--- src/rtl/ts_tag_pkg.sv ---
package ts_tag_pkg;

  typedef enum logic [1:0] {
    DOM_GLOBAL = 2'd0,
    DOM_LOCAL  = 2'd1,
    DOM_TRIG   = 2'd2,
    DOM_NONE   = 2'd3
  } dom_e;

endpackage

--- src/rtl/ts_counter.sv ---
// Full-rate counter with optional parallel load and a choice of wrap or
// saturate behaviour, selected at build time.
module ts_counter #(
  parameter int W        = 8,
  parameter bit SATURATE = 1'b0,
  parameter bit HAS_LOAD = 1'b0
) (
  input  logic         clk,
  input  logic         rst_n,
  input  logic         en_i,
  input  logic         clr_i,
  input  logic         load_i,
  input  logic [W-1:0] load_val_i,
  output logic [W-1:0] cnt_o
);

  localparam logic [W-1:0] MAX_VAL = {W{1'b1}};

  logic [W-1:0] cnt_q;
  logic [W-1:0] step_val;

  generate
    if (SATURATE) begin : g_sat
      always_comb step_val = (cnt_q == MAX_VAL) ? cnt_q : cnt_q + 1'b1;
    end else begin : g_wrap
      always_comb step_val = cnt_q + 1'b1;
    end
  endgenerate

  always_ff @(posedge clk) begin
    if (!rst_n) begin
      cnt_q <= '0;
    end else if (HAS_LOAD && load_i) begin
      cnt_q <= load_val_i;
    end else if (clr_i) begin
      cnt_q <= '0;
    end else if (en_i) begin
      cnt_q <= step_val;
    end
  end

  assign cnt_o = cnt_q;

endmodule

--- src/rtl/ts_domain_mux.sv ---
// Picks one time base and slices out the timestamp field.
module ts_domain_mux
  import ts_tag_pkg::*;
#(
  parameter int RES_BITS = 2,
  parameter int TS_W     = 12,
  localparam int CNT_W   = RES_BITS + TS_W
) (
  input  logic [1:0]       sel_i,
  input  logic [CNT_W-1:0] glb_i,
  input  logic [CNT_W-1:0] loc_i,
  input  logic [CNT_W-1:0] trg_i,
  output logic [TS_W-1:0]  ts_o
);

  logic [CNT_W-1:0] picked;

  always_comb begin
    unique case (dom_e'(sel_i))
      DOM_GLOBAL: picked = glb_i;
      DOM_LOCAL:  picked = loc_i;
      DOM_TRIG:   picked = trg_i;
      default:    picked = '0;
    endcase
  end

  assign ts_o = picked[CNT_W-1:RES_BITS];

endmodule

--- src/rtl/ts_stall_hold.sv ---
// Freezes the tag fields of a record while the downstream stalls it.
module ts_stall_hold #(
  parameter int TAG_W = 20
) (
  input  logic             clk,
  input  logic             rst_n,
  input  logic             valid_i,
  input  logic             ready_i,
  input  logic [TAG_W-1:0] live_tag_i,
  output logic [TAG_W-1:0] tag_o
);

  logic             stall_q;
  logic [TAG_W-1:0] held_q;
  logic             stalling;

  assign stalling = valid_i && !ready_i;

  always_ff @(posedge clk) begin
    if (!rst_n) begin
      stall_q <= 1'b0;
      held_q  <= '0;
    end else begin
      stall_q <= stalling;
      if (stalling && !stall_q) begin
        held_q <= live_tag_i;
      end
    end
  end

  assign tag_o = stall_q ? held_q : live_tag_i;

endmodule

--- src/rtl/ts_tagger.sv ---
module ts_tagger
  import ts_tag_pkg::*;
#(
  parameter int DATA_W   = 16,
  parameter int TS_W     = 12,
  parameter int RES_BITS = 2,
  parameter int EVT_W    = 8,
  localparam int CNT_W   = RES_BITS + TS_W,
  localparam int TAG_W   = EVT_W + TS_W,
  localparam int REC_W   = TAG_W + DATA_W
) (
  input  logic              clk,
  input  logic              rst_n,
  input  logic              trig_i,
  input  logic              gt_load_i,
  input  logic [CNT_W-1:0]  gt_value_i,
  input  logic [1:0]        dom_sel_i,
  input  logic              in_valid_i,
  output logic              in_ready_o,
  input  logic [DATA_W-1:0] in_data_i,
  output logic              out_valid_o,
  input  logic              out_ready_i,
  output logic [REC_W-1:0]  out_data_o
);

  logic [CNT_W-1:0] glb_cnt;
  logic [CNT_W-1:0] loc_cnt;
  logic [CNT_W-1:0] trg_cnt;
  logic [EVT_W-1:0] evt_cnt;
  logic [TS_W-1:0]  ts_live;
  logic [TAG_W-1:0] tag_out;

  ts_counter #(.W(CNT_W), .SATURATE(1'b0), .HAS_LOAD(1'b1)) u_glb (
    .clk(clk), .rst_n(rst_n), .en_i(1'b1), .clr_i(1'b0),
    .load_i(gt_load_i), .load_val_i(gt_value_i), .cnt_o(glb_cnt)
  );

  ts_counter #(.W(CNT_W), .SATURATE(1'b0), .HAS_LOAD(1'b0)) u_loc (
    .clk(clk), .rst_n(rst_n), .en_i(1'b1), .clr_i(1'b0),
    .load_i(1'b0), .load_val_i('0), .cnt_o(loc_cnt)
  );

  ts_counter #(.W(CNT_W), .SATURATE(1'b1), .HAS_LOAD(1'b0)) u_trg (
    .clk(clk), .rst_n(rst_n), .en_i(1'b1), .clr_i(trig_i),
    .load_i(1'b0), .load_val_i('0), .cnt_o(trg_cnt)
  );

  ts_counter #(.W(EVT_W), .SATURATE(1'b0), .HAS_LOAD(1'b0)) u_evt (
    .clk(clk), .rst_n(rst_n), .en_i(trig_i), .clr_i(1'b0),
    .load_i(1'b0), .load_val_i('0), .cnt_o(evt_cnt)
  );

  ts_domain_mux #(.RES_BITS(RES_BITS), .TS_W(TS_W)) u_mux (
    .sel_i(dom_sel_i), .glb_i(glb_cnt), .loc_i(loc_cnt), .trg_i(trg_cnt),
    .ts_o(ts_live)
  );

  ts_stall_hold #(.TAG_W(TAG_W)) u_hold (
    .clk(clk), .rst_n(rst_n), .valid_i(in_valid_i), .ready_i(out_ready_i),
    .live_tag_i({evt_cnt, ts_live}), .tag_o(tag_out)
  );

  assign out_valid_o = in_valid_i;
  assign in_ready_o  = out_ready_i;
  assign out_data_o  = {tag_out, in_data_i};

endmodule

--- config.mk ---
export PLATFORM = sky130hd
export DESIGN_NAME = ts_tagger
export DESIGN_NICKNAME = d
export VERILOG_FILES = /design/src/rtl/ts_tag_pkg.sv /design/src/rtl/ts_counter.sv /design/src/rtl/ts_domain_mux.sv /design/src/rtl/ts_stall_hold.sv /design/src/rtl/ts_tagger.sv
export SDC_FILE = /design/constraint.sdc
export NUM_CORES = 1
export LEC_CHECK = 0
export ABC_AREA = 1
export CAP_MARGIN = 25
export CORE_MARGIN = 3
export CORE_UTILIZATION = 46
export DETAILED_ROUTE_END_ITERATION = 16
export DONT_BUFFER_PORTS = 1
export PLACE_DENSITY = 0.6
export SLEW_MARGIN = 5
export SYNTH_ARGS = -nofsm -noshare
export SYNTH_HDL_FRONTEND = slang
export SYNTH_SLANG_ARGS = --single-unit
--- constraint.sdc ---
create_clock -name clk -period 1.5 [get_ports clk]
set_input_delay 0.225 -clock clk [delete_from_list [all_inputs] [get_ports clk]]
set_output_delay 0.225 -clock clk [all_outputs]
set_load 0.03 [all_outputs]
# Word-level counts from Yosys, hierarchy flattened
# Cells that the tools add are included.
[word_totals]
reg_bits = 71
input_bits = 38
output_inout_bits = 38
wordCells = 23
[op_classes]
add_sub_neg = 4
n_eq_ne = 3
muxes = 3
bitwise = 1
n_reduce_logical = 6
[ops]
columns = ["cell", "n"]
rows = [
  ["$add A14 B1 Y14 const B", 3],
  ["$pmux W14 S3", 1],
  ["$mux W20", 1],
  ["$eq A14 B14 Y1 const B", 1],
  ["$mux W14", 1],
  ["$add A8 B1 Y8 const B", 1],
  ["$eq A2 B1 Y1 const B", 1],
  ["$eq A2 B2 Y1 const B", 1],
  ["$logic_and A1 B1 Y1", 2],
  ["$logic_not A1 Y1", 2],
  ["$logic_not A2 Y1", 1],
  ["$reduce_or A2 Y1", 1],
  ["$not A1 Y1", 1],
]

# Depth between registers and ports, before layout
[logic_depth]
depth_word = 3
ltp_mapped = 10
depth_no_buf = 9

# By module
# A second synthesis with hierarchy kept.
[unflattened]
hier_cells = 716
hier_area_um2 = 4568.1
[by_module_without_submodules]
columns = ["mod", "instances", "cells_each", "area_each_um2"]
rows = [
  ["ts_stall_hold", 1, 216, 1256.2],
  ["ts_counter at u_glb", 1, 141, 919.6],
  ["ts_counter at u_trg", 1, 129, 825.8],
  ["ts_counter at u_loc", 1, 104, 720.7],
  ["ts_counter at u_evt", 1, 50, 361.6],
  ["ts_domain_mux", 1, 56, 341.6],
  ["ts_tagger", 1, 20, 142.6],
]

# Worst setup path after synthesis
# OpenSTA, ideal clock, no wires.
[synth_timing]
kind = "flip-flop to output port"
start = "reg u_hold.stall_q"
end = "out out_data_o[16]"
t_arrival_ns = 1.265
required_ns = 1.275
setup_slack_ns = 0.010
path_stages_with_launch = 4
cell_sequence = "dfxtp_1 > inv_2 > clkbuf_1 > o21ai_0"
[synth_via]
elab_chain_cells = 1
[synth_lines]
columns = ["item", "line", "rtl"]
rows = [
  ["start, declared", "ts_stall_hold.sv:13", "logic stall_q;"],
  ["start signal, assigned", "ts_stall_hold.sv:24", "stall_q <= stalling;"],
  ["$mux W20", "ts_stall_hold.sv:31", "assign tag_o = stall_q ? held_q : live_tag_i;"],
  ["end, declared", "ts_tagger.sv:23", "output logic [REC_W-1:0] out_data_o"],
]
# Every way passes these cells.

# Worst setup path after layout
[layout_timing]
start = "reg u_loc.cnt_q[4] (netlist: u_loc.cnt_o[4])"
end = "out out_data_o[18]"
[layout_via]
elab_chain_cells = 2
[layout_lines]
columns = ["item", "line", "rtl"]
rows = [
  ["start, declared", "ts_counter.sv:19", "logic [W-1:0] cnt_q;"],
  ["start signal, assigned", "ts_counter.sv:34", "cnt_q <= load_val_i;"],
  ["start signal, assigned", "ts_counter.sv:38", "cnt_q <= step_val;"],
  ["$pmux W14 S3", "ts_domain_mux.sv:19", "unique case (dom_e'(sel_i))"],
  ["$mux W20", "ts_stall_hold.sv:31", ""],
]
# Every way passes these cells.

==> impl_metrics.sql <==
INSERT INTO impl_metrics (metric_group, metric, value, unit) VALUES
('status', 'run_status', 'complete, but fails checks', ''),
('status', 'failing_checks', 'negative setup slack', ''),
('sta', 'post-route-period-util', '103', '%'),
('clock_network', 'cts.path.max_buffers', '2', ''),
('sta', 'timing.clock.skew', '0.0106', 'ns'),
('grt', 'grt_max_degree', '27', ''),
('pwr', 'leakagePower', '2.02', 'nW'),
('detailed_routing', 'drt_iter0_markers', '260', ''),
('final_layout', 'fraction_of_layout_cells_with_a_size_suffix_above_1', '26.7', '%'),
('sta', 'setup-violations-final', '5', ''),
('final_layout', 'final_nets', '673', ''),
('grt', 'grt_pass1_wl', '16300', 'µm'),
('synth', 'synth.cell_area', '3900', 'µm²'),
('sta', 'setup_repair_after_global_routing_missed_its_margin', 'yes', ''),
('detailed_routing', 'drc_errors', '0', ''),
('grt', 'globalRouteOverflowTotal', '0', ''),
('setup_path', 'critPathKind', 'reg2out', ''),
('pwr', 'pwr_density_cell', '869', 'nW/µm²'),
('place', 'place.gp.congestion', '0.928', ''),
('detailed_routing', 'wirelength', '10300', 'µm'),
('floorplanning', 'initial_core_util', '49.0', '%'),
('clock_network', 'cts.reportedPaths.clkPinSlew', '0.08', 'ns'),
('setup_path', 'cp_data_required_time', '1.27', 'ns'),
('synth', 'synth.lib_cells_used.distinct', '29', ''),
('sta', 'setup_slack', '-0.0502', 'ns'),
('floorplanning', 'die-height', '98.1', 'µm'),
('final_layout', 'mostFrequentLayoutCells', 'sky130_fd_sc_hd__nand2_1 (137), sky130_fd_sc_hd__inv_1 (64), sky130_fd_sc_hd__nor2_1 (61)', ''),
('clock_network', 'cts_tree', 'built', ''),
('setup_path', 'start_kind', 'flip-flop', ''),
('sta', 'max_slew_margin', '51.0', '%'),
('synth', 'yosysSeqAreaShare', '36.4', '%'),
('floorplanning', 'floorplan.die.width', '98.1', 'µm'),
('flow_run', 'maxCapViolations', '0', ''),
('detailed_routing', 'vias', '3794', ''),
('setup_path', 'worst-path-max-fanout', '2', ''),
('detailed_routing', 'viasPerCell', '5.14', ''),
('sta', 'fin_tns_setup', '-0.0963', 'ns'),
('clock_network', 'cts_sinks', '71', ''),
('final_layout', 'area_delta_synth_final', '23.5', '%'),
('floorplanning', 'die_area', '9620', 'µm²'),
('grt', 'first_global_vias', '3340', ''),
('place', 'place.detailed.instances', '686', ''),
('floorplanning', 'io_pins', '76', ''),
('clock_network', 'clock_insertion_delay_worst_skew', '0.35', 'ns'),
('sta', 'hold_viol_final', '0', ''),
('synth', 'synth.ff_latch_count', '71', ''),
('synth', 'ys_warn_count', '0', ''),
('sta', 'hold_slack', '0.0149', 'ns'),
('place', 'detailed_place_hpwl', '7010', 'µm'),
('min_path', 'hold_class', 'in2reg', ''),
('place', 'io_buffers', '0', ''),
('grt', 'global_routing_usage_summed_across_all_routing_layers', '21.0', '%'),
('clock_network', 'cts-htree-levels', '3', ''),
('detailed_routing', 'firstDrtPassIters', '5', ''),
('final_layout', 'layout.cells.non_filler', '738', ''),
('final_layout', 'finalCoreUtilization', '60.5', '%'),
('place', 'postPlaceCellArea', '4070', 'µm²'),
('setup_path', 'worstPathArrival', '1.33', 'ns'),
('synth', 'synth_nets', '629', ''),
('floorplanning', 'placeable_core_area', '7970', 'µm²'),
('synth', 'synth.avg_cell_area', '6.65', 'µm²'),
('setup_path', 'setup.worst_path.end_class', 'output pin', ''),
('clock_network', 'cts-buffers-inserted', '9', ''),
('final_layout', 'diodes', '0', ''),
('grt', 'grt_antenna_before_repair', '0', ''),
('clock_network', 'clock-root-buffer', 'sky130_fd_sc_hd__clkbuf_8', ''),
('final_layout', 'layout_commonest_cell', 'sky130_fd_sc_hd__nand2_1', ''),
('detailed_routing', 'ant_nets', '0', ''),
('pwr', 'ir_drop_worst_vdd', '0.000562', 'V'),
('sta', 'tightest_slew', '0.733', 'ns'),
('synth', 'netlist_instances', '587', ''),
('sta', 'time_the_worst_path_needs_with_i_o_delays_and_setup', '1.55', 'ns'),
('final_layout', 'post_layout_inst_area', '4820', 'µm²'),
('detailed_routing', 'detail_route.wl_per_cell', '14.0', 'µm'),
('sta', 'drv_slew', '0', ''),
('floorplanning', 'row_count', '32', ''),
('sta', 'achievable-frequency', '645', 'MHz');
[critical path: stages (launching register included)]
cell,delay (ns)
sky130_fd_sc_hd__dfxtp_2,0.35
sky130_fd_sc_hd__inv_4,0.04
sky130_fd_sc_hd__o211ai_1,0.22
sky130_fd_sc_hd__nand2_1,0.09
sky130_fd_sc_hd__o21ai_1,0.10
sky130_fd_sc_hd__buf_4,0.19
[kinds of logic (layout without fill, tap and decap cells)]
| logic type | after synthesis | count (layout) | synth area share (%) |
|---|---|---|---|
| buffers and inverters | 115 | 164 | 13.2 |
| adders and majority gates | 4 | 4 | 1.28 |
| DFF | 71 | 71 | 36.4 |
| xor gates and xnor gates | 6 | 6 | 1.35 |
| AOI/OAI and AO/OA | 102 | 102 | 14.8 |
| and+or+nand+nor | 289 | 289 | 32.9 |
[layer usage]
layer	vias to the layer above	share of wire, %	track usage [%]
li1	1960	-	-
met4	0	0.94	5.32
met1	1727	49	30.5
met3	13	5.1	4.36
met5	-	0	0
met2	94	45	31.8
[stage by stage]
| step | setup slack (ns) | total power, mW |
|---|---|---|
| final | -0.0502 | 4.19 |
| after global routing | -0.152 | 4.37 |
| after floorplan | 0.00983 | 2.41 |
| after global placement | 0.0831 | 2.42 |
| after CTS | -0.0405 | 4.22 |
| after detailed placement | 0.0847 | 2.43 |
[where the power goes]
part	leakage (nW)	internal (mW)	switching, mW	total [mW]
clock network	0.110	0.983	0.723	1.71
logic	1.31	0.204	0.286	0.489
registers	0.598	1.94	0.0514	2.00
total	2.02	3.13	1.06	4.19
[path summary, 6_finish.rpt]
path | cells after the start | slack (ns) | endpoint | startpoint
worst max-delay path | 5 | -0.05 | out_data_o[18] | u_loc.cnt_o[4]
worst min-delay path | 2 | 0.01 | u_evt.cnt_o[0] | trig_i
worst min register to register | 1 | 0.46 | u_loc.cnt_o[0] | u_loc.cnt_o[0]
worst max register to register | 4 | 0.06 | u_evt.cnt_o[1] | u_evt.cnt_o[1]
[area by class of cell]
type / count / area (µm²)
Fill cell: 762 / 3150
Multi-Input combinational cell: 401 / 2060
Sequential cell: 71 / 1490
Timing Repair Buffer: 69 / 613
Inverter: 79 / 307
Clock buffer: 11 / 141
Tap cell: 102 / 128
Clock inverter: 5 / 81.3
[cells in the mapped netlist]
library cell               number  area [µm²]
sky130_fd_sc_hd__clkbuf_1       7        26.3
sky130_fd_sc_hd__nor3_4         1        16.3
sky130_fd_sc_hd__buf_4         18         135
sky130_fd_sc_hd__nand3_2        1        10.0
sky130_fd_sc_hd__buf_2          8        40.0
sky130_fd_sc_hd__a31oi_1        7        43.8
sky130_fd_sc_hd__a21oi_1       38         190
sky130_fd_sc_hd__buf_6          1        11.3
sky130_fd_sc_hd__o211ai_1      11        82.6
sky130_fd_sc_hd__xor2_1         1        8.76
sky130_fd_sc_hd__or2_2          3        18.8
sky130_fd_sc_hd__inv_2          4        15.0
sky130_fd_sc_hd__nor2_1        61         229
sky130_fd_sc_hd__ha_1           4        50.1
sky130_fd_sc_hd__o21ai_1        1        5.00
sky130_fd_sc_hd__nor2_2         4        25.0
sky130_fd_sc_hd__nor2_4         6        67.6
sky130_fd_sc_hd__buf_1          2        7.51
sky130_fd_sc_hd__nor3_1         6        30.0
sky130_fd_sc_hd__o21ai_0       33         165
sky130_fd_sc_hd__nand2_2        6        37.5
sky130_fd_sc_hd__o21a_1        12        90.1
sky130_fd_sc_hd__nand2_1      144         541
sky130_fd_sc_hd__inv_1         75         282
sky130_fd_sc_hd__nand4_1       10        62.6
sky130_fd_sc_hd__nand3_1       42         210
sky130_fd_sc_hd__nand3b_1       5        37.5
sky130_fd_sc_hd__dfxtp_1       71        1420
sky130_fd_sc_hd__xnor2_1        5        43.8
[registers in the layout (all words and copies together) (netlist names)]
signal and flops:
u_evt.cnt_o 8, u_loc.cnt_o 14, u_hold.stall_q 1, u_glb.cnt_o 14, u_hold.held_q 20, u_trg.cnt_o 14
[what timing repair did]
item	4_1_cts	5_1_grt
resized for setup	80	30
hold buffers	5	0
endpoints found under the setup margin	13	21
gates cloned	2	0
buffers inserted	26	3
hold endpoints to repair	15	0
pin swaps	19	15
No activity file was read; power rests on OpenSTA's default activity.
